==> config.mk <==
export PLATFORM = sky130hd
export DESIGN_NAME = bnu_next_pc
export DESIGN_NICKNAME = d
export VERILOG_FILES = /design/src/rtl/bnu_pkg.sv /design/src/rtl/bnu_seq_adder.sv /design/src/rtl/bnu_target_calc.sv /design/src/rtl/bnu_link_ctl.sv /design/src/rtl/bnu_select.sv /design/src/rtl/bnu_next_pc.sv
export SDC_FILE = /design/constraint.sdc
export NUM_CORES = 1
export LEC_CHECK = 0
export BUFFER_PORTS_ARGS = -buffer_cell sky130_fd_sc_hd__buf_2
export CELL_PAD_IN_SITES_DETAIL_PLACEMENT = 2
export CELL_PAD_IN_SITES_GLOBAL_PLACEMENT = 2
export CORE_MARGIN = 4
export CORE_UTILIZATION = 31
export CTS_BUF_LIST = sky130_fd_sc_hd__clkbuf_4
export DETAILED_ROUTE_END_ITERATION = 10
export HOLD_SLACK_MARGIN = 0.15
export PLACE_DENSITY = 0.94
export SYNTH_ARGS = -nofsm -noshare
export SYNTH_HDL_FRONTEND = slang
export SYNTH_HIERARCHICAL = 1
export SYNTH_SLANG_ARGS = --single-unit
==> constraint.sdc <==
create_clock -name clk -period 5.15 [get_ports clk]
set_clock_uncertainty 0.15 [all_clocks]
set_input_delay 0.515 -clock clk [delete_from_list [all_inputs] [get_ports clk]]
set_output_delay 0.515 -clock clk [all_outputs]
set_load 0.02 [all_outputs]
==> src/rtl/bnu_pkg.sv <==
package bnu_pkg;

  typedef enum logic [1:0] {
    CK_NONE  = 2'b00,
    CK_BCOND = 2'b01,
    CK_BUNC  = 2'b10,
    CK_JUMP  = 2'b11
  } ctl_kind_e;

  typedef struct packed {
    logic is_ctl;
    logic is_bcond;
    logic is_bunc;
    logic is_jump;
  } kind_dec_t;

  function automatic kind_dec_t f_decode_kind(input logic valid, input ctl_kind_e kind);
    kind_dec_t d;
    d.is_bcond = valid && (kind == CK_BCOND);
    d.is_bunc  = valid && (kind == CK_BUNC);
    d.is_jump  = valid && (kind == CK_JUMP);
    d.is_ctl   = d.is_bcond || d.is_bunc || d.is_jump;
    return d;
  endfunction

endpackage

==> src/rtl/bnu_seq_adder.sv <==
module bnu_seq_adder #(
  parameter int XLEN       = 64,
  parameter int INSN_BYTES = 4
) (
  input  logic [XLEN-1:0] pc,
  output logic [XLEN-1:0] seq_pc
);
  localparam logic [XLEN-1:0] STEP = XLEN'(INSN_BYTES);

  function automatic logic [XLEN-1:0] f_advance(input logic [XLEN-1:0] a);
    return a + STEP;
  endfunction

  assign seq_pc = f_advance(pc);
endmodule

==> src/rtl/bnu_target_calc.sv <==
module bnu_target_calc #(
  parameter int XLEN       = 64,
  parameter int DISP_W     = 21,
  parameter int INSN_BYTES = 4
) (
  input  logic [XLEN-1:0]   seq_pc,
  input  logic [DISP_W-1:0] disp,
  input  logic [XLEN-1:0]   base,
  output logic [XLEN-1:0]   br_target,
  output logic [XLEN-1:0]   jmp_target
);
  localparam int SHIFT  = $clog2(INSN_BYTES);
  localparam int EXT_W  = XLEN - DISP_W - SHIFT;
  localparam logic [XLEN-1:0] LOW_MASK = XLEN'(INSN_BYTES - 1);

  // Sign-extend and scale the displacement to a byte offset.
  function automatic logic [XLEN-1:0] f_branch_offset(input logic [DISP_W-1:0] d);
    return {{EXT_W{d[DISP_W-1]}}, d, {SHIFT{1'b0}}};
  endfunction

  // Base with alignment bits cleared; bit 0 carries the mode flag from seq PC.
  function automatic logic [XLEN-1:0] f_jump_target(input logic [XLEN-1:0] b,
                                                    input logic [XLEN-1:0] s);
    logic [XLEN-1:0] t;
    t    = b & ~LOW_MASK;
    t[0] = t[0] | s[0];
    return t;
  endfunction

  assign br_target  = seq_pc + f_branch_offset(disp);
  assign jmp_target = f_jump_target(base, seq_pc);
endmodule

==> src/rtl/bnu_link_ctl.sv <==
module bnu_link_ctl #(
  parameter int XLEN       = 64,
  parameter int REG_IDX_W  = 5,
  parameter int ZERO_REG   = 31,
  parameter int INSN_BYTES = 4
) (
  input  logic                 wants_link,
  input  logic [REG_IDX_W-1:0] link_idx,
  input  logic [XLEN-1:0]      seq_pc,
  output logic                 link_we,
  output logic [XLEN-1:0]      link_data
);
  localparam logic [REG_IDX_W-1:0] ZIDX     = REG_IDX_W'(ZERO_REG);
  localparam logic [XLEN-1:0]      LOW_MASK = XLEN'(INSN_BYTES - 1);

  function automatic logic [XLEN-1:0] f_ret_addr(input logic [XLEN-1:0] s);
    return s & ~LOW_MASK;
  endfunction

  assign link_we   = wants_link && (link_idx != ZIDX);
  assign link_data = link_we ? f_ret_addr(seq_pc) : '0;
endmodule

==> src/rtl/bnu_select.sv <==
module bnu_select
  import bnu_pkg::*;
#(
  parameter int XLEN = 64
) (
  input  kind_dec_t       dec,
  input  logic            cond,
  input  logic [XLEN-1:0] seq_pc,
  input  logic [XLEN-1:0] br_target,
  input  logic [XLEN-1:0] jmp_target,
  output logic [XLEN-1:0] npc,
  output logic            taken,
  output logic            wants_link
);
  logic take_branch;

  assign take_branch = dec.is_bunc || (dec.is_bcond && cond);
  assign taken       = take_branch || dec.is_jump;
  assign wants_link  = dec.is_bunc || dec.is_jump;

  always_comb begin
    npc = seq_pc;
    if (dec.is_jump)      npc = jmp_target;
    else if (take_branch) npc = br_target;
  end
endmodule

==> src/rtl/bnu_next_pc.sv <==
module bnu_next_pc
  import bnu_pkg::*;
#(
  parameter int XLEN       = 64,
  parameter int DISP_W     = 21,
  parameter int REG_IDX_W  = 5,
  parameter int ZERO_REG   = 31,
  parameter int INSN_BYTES = 4
) (
  input  logic                 clk,
  input  logic                 rst,
  input  logic                 ctl_valid_i,
  input  logic [1:0]           ctl_kind_i,
  input  logic [XLEN-1:0]      pc_i,
  input  logic [DISP_W-1:0]    disp_i,
  input  logic [XLEN-1:0]      base_i,
  input  logic                 cond_i,
  input  logic [REG_IDX_W-1:0] link_idx_i,
  output logic [XLEN-1:0]      npc_o,
  output logic                 taken_o,
  output logic                 link_we_o,
  output logic [XLEN-1:0]      link_data_o
);
  kind_dec_t       dec;
  logic [XLEN-1:0] seq_pc;
  logic [XLEN-1:0] br_target;
  logic [XLEN-1:0] jmp_target;
  logic [XLEN-1:0] npc_d;
  logic            taken_d;
  logic            wants_link;
  logic            link_we_d;
  logic [XLEN-1:0] link_data_d;

  assign dec = f_decode_kind(ctl_valid_i, ctl_kind_e'(ctl_kind_i));

  bnu_seq_adder #(.XLEN(XLEN), .INSN_BYTES(INSN_BYTES)) u_seq (
    .pc     (pc_i),
    .seq_pc (seq_pc)
  );

  bnu_target_calc #(.XLEN(XLEN), .DISP_W(DISP_W), .INSN_BYTES(INSN_BYTES)) u_tgt (
    .seq_pc     (seq_pc),
    .disp       (disp_i),
    .base       (base_i),
    .br_target  (br_target),
    .jmp_target (jmp_target)
  );

  bnu_select #(.XLEN(XLEN)) u_sel (
    .dec        (dec),
    .cond       (cond_i),
    .seq_pc     (seq_pc),
    .br_target  (br_target),
    .jmp_target (jmp_target),
    .npc        (npc_d),
    .taken      (taken_d),
    .wants_link (wants_link)
  );

  bnu_link_ctl #(.XLEN(XLEN), .REG_IDX_W(REG_IDX_W), .ZERO_REG(ZERO_REG),
                 .INSN_BYTES(INSN_BYTES)) u_link (
    .wants_link (wants_link),
    .link_idx   (link_idx_i),
    .seq_pc     (seq_pc),
    .link_we    (link_we_d),
    .link_data  (link_data_d)
  );

  always_ff @(posedge clk) begin
    if (rst) begin
      npc_o       <= '0;
      taken_o     <= 1'b0;
      link_we_o   <= 1'b0;
      link_data_o <= '0;
    end else begin
      npc_o       <= npc_d;
      taken_o     <= taken_d;
      link_we_o   <= link_we_d;
      link_data_o <= link_data_d;
    end
  end
endmodule

==> results.md <==
- Nets: 2154
- Max incr delay on CP: approximately 0.7 ns
- GRT Util Overall: 29.31%
- Top Ports: 290
- Number of antenna violations at the first check in global routing: 16
- Max-cap viol count: 0
- CTS buffer count: 17
- Mean Syn Cell Area: 7.577 sq um
- Multi-input gate area: 0.007684 sq mm
- Post-CTS Setup Bufs: 0
- RSZ-0062 raised after global routing: false
- Crit. End Element: flop
- First-pass detailed-route iteration total: 5
- Drt first-iter violations: 687
- Gate Count Post-Synth: 1505
- Via count: ~13000
- Top cell family by delay on the critical path: compound AO/OA/AOI/OAI gates
- Min cycle time layout: 5.104 ns
- PortBufs: 287
- Run status: finished, final reports clean
- Die height: 199.8 um
- Crit path DAT: around 5.5 ns
- Period utilisation layout: about 99%
- Area of the mapped netlist: 0.01140 sq mm
- Wirelength per Cell: 24.92 um
- Pleak: 6.789 nW
- Clock Path Buffers: 2
- Vias/cell: between 5 and 6
- Clk sinks: 130
- Final Hold Fails: 0
- Critical Path RT: 5.58 ns
- Register area: 0.002603 sq mm
- Worst rel slew slack: approximately 15%
- Fillers: 4118
- Routed wire length: 60230 um
- Largest net degree at the start of global routing: between 80 and 90
- Max FO, Critical Path: 5
- Worst-margin pin slew: between 1 and 1.5 ns
- CORE AREA: 0.03591 sq mm
- Clk slew on worst S/H paths: 0.15 ns
- P per Cell Area: 219.3 mW/mm^2
- Placer Congestion: 0.9402
- Final count of negative-setup-slack endpoints: 0
- # rows: 69
- Hold Worst Slack: roughly 0.25 ns
- CP Cell Sequence: buf_2 > nand4_2 > nor4_4 > nand2_1 > xnor2_1 > ha_1 > a21oi_1 > o21ai_1 > a2111oi_0 > o21ba_2 > o21ai_0 > a31oi_1 > buf_4 > o31ai_1 > a2111oi_0 > nor2_1 > xnor2_1 > nand2_1 > a21oi_1 > nor2b_1
- Initial cell density of the core: 31.75%
- Total power: 3.269 mW
- Die area: between 0.03 and 0.04 sq mm
- Grt ovf: 0
- ANT nets after route: 0
- Pins Over Slew Limit: 0
- Crit path launch type: primary input
- HPWL Detailed: 43860 um
- Yosys warns: 6
- Worst path bufs/invs: 2
- Vias in the first global route: 15155
- Die Wd: 199.8 um
- CP max stage cell: a2111oi_0
- WS Path Type: primary input to flop
- Global-route wire length before repair: 90290 um
- H-tree depth: 4
- Clk root buf: clkbuf_4
- Share of layout cells above drive strength 1: about a third
- Syn-to-layout area delta: 30.76%
- # DRC: 0
- Peak supply drop: 0.0001660 V
- CTS tree: done
- Fmax: approximately 200 MHz
- Hold Path Class: primary input to flop
[flip-flops by register name, indices dropped and copies added (netlist names)]
register,cells
link_data_o,64
npc_o,64
link_we_o,1
taken_o,1
[tightest hold or removal path, delay by kind of cell]
kind	cells	cell delay (ns)
AOI/OAI and AO/OA	1	0.03
xor gates and xnor gates	1	0.15
buffers and inverters	1	0.10
and+or+nand+nor	2	0.23
[stage by stage]
step,worst slack [ns],area (sq um),TNS (ns),util (%),cells
final,0.04591,14910,0,41.52,2417
after global routing,0.006153,14910,0,41.50,2415
after CTS,0.1446,14860,0,41.37,2405
after detailed placement,-0.5367,13940,-3.523,38.81,2309
after global placement,-0.09331,13940,-0.3180,38.81,2309
after floorplan,0.7786,11410,0,-,1506
[timing repair]
item,4_1_cts,5_1_grt
gates resized for setup,0,3
hold endpoints to repair,64,0
setup endpoints to repair,0,4
hold buffers,64,0
[layer usage]
| metal | GRT usage (%) | vias up | share of wire [%] |
|---|---|---|---|
| met2 | 53.74 | 453 | 51 |
| met1 | 31.33 | 6543 | 38 |
| met3 | 6.697 | 166 | 4.9 |
| li1 | - | 5967 | - |
| met4 | 15.32 | 12 | 5.4 |
| met5 | 0 | - | 0.13 |
[placed cells by master, fill, tap and decap left out, drive strengths merged, types with 5 or more instances in the layout]
cell type,n
and4,7
ha,62
and2,5
diode,12
o21ai,42
nor4,11
xnor2,63
o41ai,5
nor2,60
nor3,20
a21oi,258
dlygate4sd3,64
a31oi,10
nor2b,203
a211oi,5
clkinv,6
buf,494
a21o,31
nand2,198
o21bai,11
nand4,37
clkbuf,19
dfxtp,130
xor2,57
and3,13
inv,28
nand2b,6
nand3,40
[path summary, 6_finish.rpt]
path              cells after the start         endpoint  startpoint  slack (ns)
setup / recovery                     20        npc_o[56]     pc_i[2]        0.05
hold / removal                        5  link_data_o[62]    pc_i[62]        0.25
[power by group]
part | leakage (nW) | total [mW] | switching, mW | internal [mW]
logic | 5.58 | 1.40 | 0.823 | 0.572
registers | 1.07 | 1.09 | 0.0219 | 1.07
clock network | 0.140 | 0.785 | 0.488 | 0.297
total | 6.79 | 3.27 | 1.33 | 1.94
[final cells by class]
type,instances,area share (%)
multi-input cells,1197,51.53
repair buffers,558,24.39
flip-flops and latches,130,17.45
well taps,461,3.868
clock buffers,19,0.9566
clock inverters,13,0.9230
inverters,27,0.6797
diodes,12,0.2014
No activity file was read; power rests on OpenSTA's default activity.
